--- config.mk ---
export PLATFORM = sky130hd
export DESIGN_NAME = scan_timing_gen
export DESIGN_NICKNAME = d
export VERILOG_FILES = /design/src/rtl/scan_pkg.sv /design/src/rtl/scan_ctr.sv /design/src/rtl/scan_pair.sv /design/src/rtl/scan_timing_gen.sv
export SDC_FILE = /design/constraint.sdc
export NUM_CORES = 1
export LEC_CHECK = 0
export BUFFER_PORTS_ARGS = -buffer_cell sky130_fd_sc_hd__buf_2
export CORE_ASPECT_RATIO = 1.2
export CORE_UTILIZATION = 50
export DETAILED_ROUTE_END_ITERATION = 8
export PLACE_DENSITY_LB_ADDON = 0.3
export SLEW_MARGIN = 20
export SYNTH_ARGS = -nofsm -noshare
export SYNTH_HDL_FRONTEND = slang
export SYNTH_SLANG_ARGS = --single-unit
--- constraint.sdc ---
create_clock -name clk -period 1.8 [get_ports clk]
set_input_delay 0.09 -clock clk [delete_from_list [all_inputs] [get_ports clk]]
set_output_delay 0.09 -clock clk [all_outputs]
set_load 0.01 [all_outputs]
--- src/rtl/scan_pkg.sv ---
package scan_pkg;
  typedef struct packed {
    logic hi;
    logic lo;
  } clk_pair_t;

  localparam int PAIRS = 2;
  localparam int PAIR_ROW = 0;
  localparam int PAIR_COL = 1;
endpackage

--- src/rtl/scan_ctr.sv ---
module scan_ctr #(
  parameter int LIMIT = 4,
  localparam int W = (LIMIT > 1) ? $clog2(LIMIT) : 1
) (
  input  logic         clk,
  input  logic         rst_n,
  input  logic         step,
  output logic [W-1:0] count,
  output logic         last
);
  localparam logic [W-1:0] TOP = W'(LIMIT - 1);

  always_comb last = (count == TOP);

  always_ff @(posedge clk) begin
    if (!rst_n)
      count <= '0;
    else if (step)
      count <= last ? '0 : count + 1'b1;
  end

  AST_CTR_RANGE: assert property (@(posedge clk) disable iff (!rst_n) count <= TOP);
  AST_CTR_HOLD: assert property (@(posedge clk) disable iff (!rst_n)
    !step |=> $stable(count));
endmodule

--- src/rtl/scan_pair.sv ---
module scan_pair (
  input  logic                 clk,
  input  logic                 rst_n,
  input  logic                 odd_block,
  input  logic                 gap,
  output scan_pkg::clk_pair_t  pair
);
  always_ff @(posedge clk) begin
    if (!rst_n) begin
      pair <= '0;
    end else begin
      pair.hi <= !odd_block && !gap;
      pair.lo <= odd_block && !gap;
    end
  end

  AST_PAIR_TURN_HI: assert property (@(posedge clk) disable iff (!rst_n)
    $fell(pair.hi) |-> !pair.lo);
  AST_PAIR_TURN_LO: assert property (@(posedge clk) disable iff (!rst_n)
    $fell(pair.lo) |-> !pair.hi);
endmodule

--- src/rtl/scan_timing_gen.sv ---
module scan_timing_gen #(
  parameter int ROW_BLOCKS    = 90,
  parameter int COL_BLOCKS    = 80,
  parameter int TICKS_PER_COL = 32
) (
  input  logic clk,
  input  logic rst_n,
  output logic frame_start,
  output logic row_ck,
  output logic row_ckb,
  output logic line_start,
  output logic col_ck,
  output logic col_ckb,
  output logic lock_pulse,
  output logic rd_clk_half
);
  import scan_pkg::*;

  localparam int TW = (TICKS_PER_COL > 1) ? $clog2(TICKS_PER_COL) : 1;
  localparam int CW = (COL_BLOCKS > 1) ? $clog2(COL_BLOCKS) : 1;
  localparam int RW = (ROW_BLOCKS > 1) ? $clog2(ROW_BLOCKS) : 1;

  logic [TW-1:0] tick;
  logic [CW-1:0] col;
  logic [RW-1:0] row;
  logic tick_last, col_last, row_last;

  scan_ctr #(.LIMIT(TICKS_PER_COL)) u_tick (
    .clk(clk), .rst_n(rst_n), .step(1'b1), .count(tick), .last(tick_last));
  scan_ctr #(.LIMIT(COL_BLOCKS)) u_col (
    .clk(clk), .rst_n(rst_n), .step(tick_last), .count(col), .last(col_last));
  scan_ctr #(.LIMIT(ROW_BLOCKS)) u_row (
    .clk(clk), .rst_n(rst_n), .step(tick_last && col_last), .count(row),
    .last(row_last));

  logic tick_first, col_first, row_first;
  always_comb begin
    tick_first = (tick == '0);
    col_first  = (col == '0);
    row_first  = (row == '0);
  end

  logic      odd_v [PAIRS];
  logic      gap_v [PAIRS];
  clk_pair_t pair_v[PAIRS];

  always_comb begin
    odd_v[PAIR_ROW] = row[0];
    gap_v[PAIR_ROW] = col_first && tick_first;
    odd_v[PAIR_COL] = col[0];
    gap_v[PAIR_COL] = tick_first;
  end

  for (genvar g = 0; g < PAIRS; g++) begin : g_pair
    scan_pair u_pair (
      .clk(clk), .rst_n(rst_n), .odd_block(odd_v[g]), .gap(gap_v[g]),
      .pair(pair_v[g]));
  end

  always_comb begin
    row_ck  = pair_v[PAIR_ROW].hi;
    row_ckb = pair_v[PAIR_ROW].lo;
    col_ck  = pair_v[PAIR_COL].hi;
    col_ckb = pair_v[PAIR_COL].lo;
  end

  always_ff @(posedge clk) begin
    if (!rst_n) begin
      frame_start <= 1'b0;
      line_start  <= 1'b0;
      lock_pulse  <= 1'b0;
      rd_clk_half <= 1'b0;
    end else begin
      frame_start <= row_first;
      line_start  <= col_first;
      lock_pulse  <= tick_last;
      rd_clk_half <= !rd_clk_half;
    end
  end

  logic unused_row_last;
  always_comb unused_row_last = row_last;

  AST_ROW_EXCL: assert property (@(posedge clk) disable iff (!rst_n)
    !(row_ck && row_ckb));
  AST_LOCK_GAP: assert property (@(posedge clk) disable iff (!rst_n)
    lock_pulse |=> (!col_ck && !col_ckb));
  AST_FRAME_LINE: assert property (@(posedge clk) disable iff (!rst_n)
    $rose(frame_start) |-> $rose(line_start));
  AST_HALF_TOGGLE: assert property (@(posedge clk) disable iff (!rst_n)
    $past(rst_n) |-> (rd_clk_half != $past(rd_clk_half)));
endmodule

Word level (Yosys, flattened, before mapping)
Cells that the tools add are included.
Word-level totals
  register bits after elaboration: 27
  bits in latches: 0
  bits in writable memories: 0
  ROM bits: 0
  output and inout port bits: 8
  logic and storage cells: 35
  memories kept: 0
Operators by class
  add/subtract/negate cells: 3
  multipliers: 0
  div/mod/pow operators: 0
  $lt $le $gt $ge: 0
  equal/unequal tests: 3
  shift operators: 0
  muxes and demuxes: 2
  bitwise logic cells: 1
  reductions and logical operators: 15
Operators by type and width (number)
  7-bit by 1-bit adder with 7-bit output (second input constant): 2
  7-bit equality test (second input constant): 2
  7-bit zero test: 2
  7-bit two-way mux: 2
  1-bit logical AND: 6
  5-bit by 1-bit adder with 5-bit output (second input constant): 1
  5-bit equality test (second input constant): 1
  1-bit zero test: 5
  5-bit zero test: 1
  2-bit OR reduction: 1
  1-bit inverter: 1

Longest topological paths before layout
  depth in word-level cells: 4
  mapped depth: 8
  depth with buffers taken out: 7

By module
From an unflattened synthesis, not the netlist that was laid out.
Unflattened totals
  cells, all modules: 139
  area total of the unflattened synthesis: 1297.5 um^2
By module, submodules not included
  scan_ctr at u_row: instances 1, cells an instance 46, area each 385.4 um^2
  scan_ctr at u_col: instances 1, cells an instance 42, area each 375.4 um^2
  scan_ctr at u_tick: instances 1, cells an instance 25, area each 244.0 um^2
  scan_timing_gen: instances 1, cells an instance 18, area each 170.2 um^2
  scan_pair: instances 2, cells an instance 4, area each 61.3 um^2

Worst setup path after synthesis
No wires, ideal clock.
  path kind: register to register
  start point: reg u_tick.count[0]
  end point: reg u_row.count[2]
  arrival: 1905 ps
  required time: 1742 ps
  path slack: -164 ps
  stages on the path, launching flop included: 9
  period minus slack after synthesis: 1964 ps
  cell sequence: dfxtp_1 > ha_1 > and3_1 > ha_1 > buf_2 > nand4_1 > or2_4 > nor4b_2 > o21a_1
On the way
  longest elaborated chain between the ends: 2
RTL lines
  start: declaration: line scan_ctr.sv:8  | output logic [W-1:0] count,
  start signal: assignment: line scan_ctr.sv:19  | count <= last ? '0 : count + 1'b1;
  5-bit equality test: line scan_ctr.sv:13  | always_comb last = (count == TOP);
  net tick_last: line scan_timing_gen.sv:26  | logic tick_last, col_last, row_last;
  1-bit logical AND: line scan_timing_gen.sv:33  | .clk(clk), .rst_n(rst_n), .step(tick_last && col_last), .count(row),
  end signal: assignment: line scan_ctr.sv:19
  end: declaration: line scan_ctr.sv:8
The timed path passes the listed nets, and every way through them passes these cells.
A chain may end at the register's enable or synchronous reset.

Worst setup path after layout
  start point: reg u_tick.count[1]
  end point: reg u_row.count[5]
The elaborated chain is that of the path after synthesis.

==> results by group <==
Floorplanning
  • Core area: 2282 µm²
  • Die X: 46.67 µm
  • Standard-cell rows: 19
  • Die Ht: 55.61 µm
  • IO Pins: 10
  • Starting Density: 0.5247
  • Die area: 2595 µm²

Worst hold path
  • Hold_sp: rst_n
  • Worst hold path class: input port to flip-flop

Setup path
  • CP endpoint kind: flip-flop
  • Crit path required time: 2020 ps
  • CP max FO: 7
  • CP max stage cell: dfxtp_2
  • Critical path, cell by cell: ha_4 > and3_4 > ha_4 > nand4_1 > buf_6 > nor4_2 > xnor2_1 > nor2_1
  • Max incr delay on CP: 390 ps
  • Crit path buffers/inverters: 1
  • Crit path max-delay family: simple AND/OR/NAND/NOR gates
  • CP arrival: 2000 ps
  • CP startpoint: u_tick.count[1]
  • Setup CP Type: flip-flop to flip-flop
  • Critical path's most frequent cell: ha_4
  • Critical Path Source Type: flip-flop
  • Reg-to-Reg Start: u_tick.count[1]

Yosys
  • Avg Inst Size Synth: 9.071 µm²
  • Post-synth cell types: 35
  • Ys Warns: 0
  • Yosys reg bits: 27
  • Async set-or-reset flop fraction in the synthesized netlist: 0
  • Seq/Total Area, Yosys: 0.4514
  • Synthesized area: 1197 µm²
  • Post-synth EDFFs: 0
  • Synthesized Nets: 142
  • Main flop type after synthesis: dfxtp_1
  • Mapped Cells: 132

STA
  • Hold WS: 86.44 ps
  • Final Max Tran Viols: 0
  • RSZ-0062 raised after global routing: yes
  • Clk_skew: 2.443 ps
  • Fin crit period: 1779 ps
  • Worst Max-Slew Pin Slew: 272.6 ps
  • Setup_tns: 0 ps
  • Final period utilization: 0.9885
  • Final setup viols: 0
  • Final hold violations: 0
  • Slew HR: 0.8171
  • Max Clock Freq: 562.0 MHz
  • Worst setup margin: 20.64 ps

Power and ir drop
  • Worst vdd ir: 0.0005960 V
  • Leak: 0.5410 nW
  • Combinational fraction of design power: 0.055
  • Switching share of total power: 0.2223
  • Pwr dens: 667.9 nW/µm²
  • Clock Power Share: 0.273
  • Register share of total power: 0.672
  • Psw: 0.0002060 W
  • Int Power: 0.0007208 W

Status
  • Status: finished clean

Place
  • Placer Congestion: 0.8033
  • HPWL Detailed: 1593 µm
  • DP Area: 1324 µm²
  • PortBufs: 9
  • Dpl ws: 13.28 ps
  • Cell Count Post-Placement: 172

Final layout
  • Finished Layout Cells: 178
  • ANT cells: 0
  • Final nets: 158
  • Finished Cell Area: 1388 µm²
  • Area Growth Syn to Fin: 15.88%
  • Share of layout cells above drive strength 1: 0.2109

CTS
  • Clock-pin slew on the worst setup and hold paths: 140 ps
  • Root buffer cell: clkbuf_4
  • Clock Path Buffers: 2
  • # clock sinks: 27
  • Worst-skew pair later-pin latency: 310 ps
  • Depth of the CTS H-tree: 1
  • CTS hold repair buffers: 0
  • Cts bufs inserted: 3
  • CTS tree: built

Detailed routing
  • DR WL/cell: 11.76 µm
  • # DRC: 0
  • DR vias: 899
  • 1st-pass router iterations: 4
  • Final WL: 2093 µm
  • Initial drt markers: 17
  • Final ANT Viol Nets: 0
  • Via/cell ratio: 5.051

Global route
  • Initial antenna violation count: 0
  • Pin count of the biggest net entering global routing: 15
  • First-pass GRT wire length: 3684 µm
  • Tot GR Track Use: 0.1930
  • Number of global-route vias before repair: 923
  • Total grt overflow: 0

Run
  • Max Cap Violations: 0
power groups by stage:
stage / Sequential, W / Clock, W / Combinational [W]
floorplan: 0.000640 / 0 / 0.0000303
global placement: 0.000635 / 0 / 0.0000503
detailed placement: 0.000637 / 0 / 0.0000520
CTS: 0.000624 / 0.000263 / 0.0000521
global route: 0.000624 / 0.000286 / 0.0000587
finish: 0.000623 / 0.000253 / 0.0000511
worst register-to-register path, cell delays in order, from the launching register on:
cell	delay [ps]
dfxtp_2	390
ha_4	140
and3_4	180
ha_4	160
nand4_1	150
buf_6	180
nor4_2	280
xnor2_1	150
nor2_1	60
cell families (layout without fill, tap and decap cells):
logic type | count (synthesis) | count (layout) | synth area share
flip-flops | 27 | 27 | 0.4514
AND/OR/NAND/NOR | 61 | 61 | 0.2780
adder cells (fa/ha/maj) | 8 | 8 | 0.08360
XOR/XNOR | 9 | 9 | 0.06583
buffers and inverters | 13 | 28 | 0.04805
multiplexers | 1 | 1 | 0.009404
AO/OA/AOI/OAI | 13 | 13 | 0.06375
layout make-up:
class | instances | area, µm²
fillers | 221 | 894.6
multi-input cells | 92 | 653.1
flip-flops and latches | 27 | 545.5
repair buffers | 14 | 86.33
well taps | 31 | 38.79
inverters | 10 | 37.54
clock buffers | 4 | 26.28
layer usage:
metal | wire length [µm] | up-vias | part of all wire | track usage
met5 | 0 | - | 0 | 0
met4 | 18 | 0 | 0.0086 | 0.07347
met3 | 34 | 2 | 0.016 | 0.03896
met2 | 1140 | 6 | 0.54 | 0.3452
met1 | 899 | 420 | 0.43 | 0.2092
li1 | - | 471 | - | -
synth_stat cells, drive strengths merged (2+ instances only):
cell type,n,area [µm²]
nor4b,2,23.77
buf,2,16.26
nand2,8,30.03
nor3b,2,15.01
a21oi,5,25.02
nand4,3,18.77
ha,8,100.1
nor3,2,10.01
nand3,7,35.03
nand2b,2,12.51
and3,3,18.77
dfxtp,27,540.5
xor2,3,26.28
o21ai,5,28.78
nor4,3,31.28
xnor2,6,52.55
inv,9,33.78
nor2,22,82.58
path summary, 6_finish.rpt:
| path | end | slack, ps | cells after the start |
|---|---|---|---|
| setup / recovery | u_row.count[5] | 20 | 8 |
| setup reg to reg | u_row.count[5] | 20 | 8 |
| hold / removal | u_row.count[2] | 90 | 2 |
| hold reg to reg | rd_clk_half | 420 | 1 |
stage by stage:
stage	total power [W]	utilization
after detailed placement	0.0006888	0.5800
after global routing	0.0009692	0.6080
after CTS	0.0009387	0.5916
after floorplan	0.0006702	-
after global placement	0.0006853	0.5800
final	0.0009267	0.6080
placed cells by master, fill, tap and decap left out, types with 2 or more instances in the layout:
cell and instances:
a21oi_1 5, ha_1 6, and3_1 2, o21ai_0 3, nand4_1 3, nand2_1 8
ha_4 2, xor2_1 3, nand3_1 7, nor3_1 2, dfxtp_1 25, clkbuf_4 3
inv_1 9, nand2b_1 2, xnor2_1 6, buf_2 9, nor2_1 22, buf_4 4
sequential cells by signal, indices dropped and copies added, names as in the netlist:
| name | cells |
|---|---|
| g_pair.u_pair.pair | 4 |
| lock_pulse | 1 |
| rd_clk_half | 1 |
| u_tick.count | 5 |
| u_row.count | 7 |
| frame_start | 1 |
| u_col.count | 7 |
| line_start | 1 |
timing repair:
| action | CTS | global route |
|---|---|---|
| resized for setup | 0 | 6 |
| setup buffers | 0 | 2 |
| endpoints found under the setup margin | 0 | 8 |
Power figures use the tool's default switching activity.
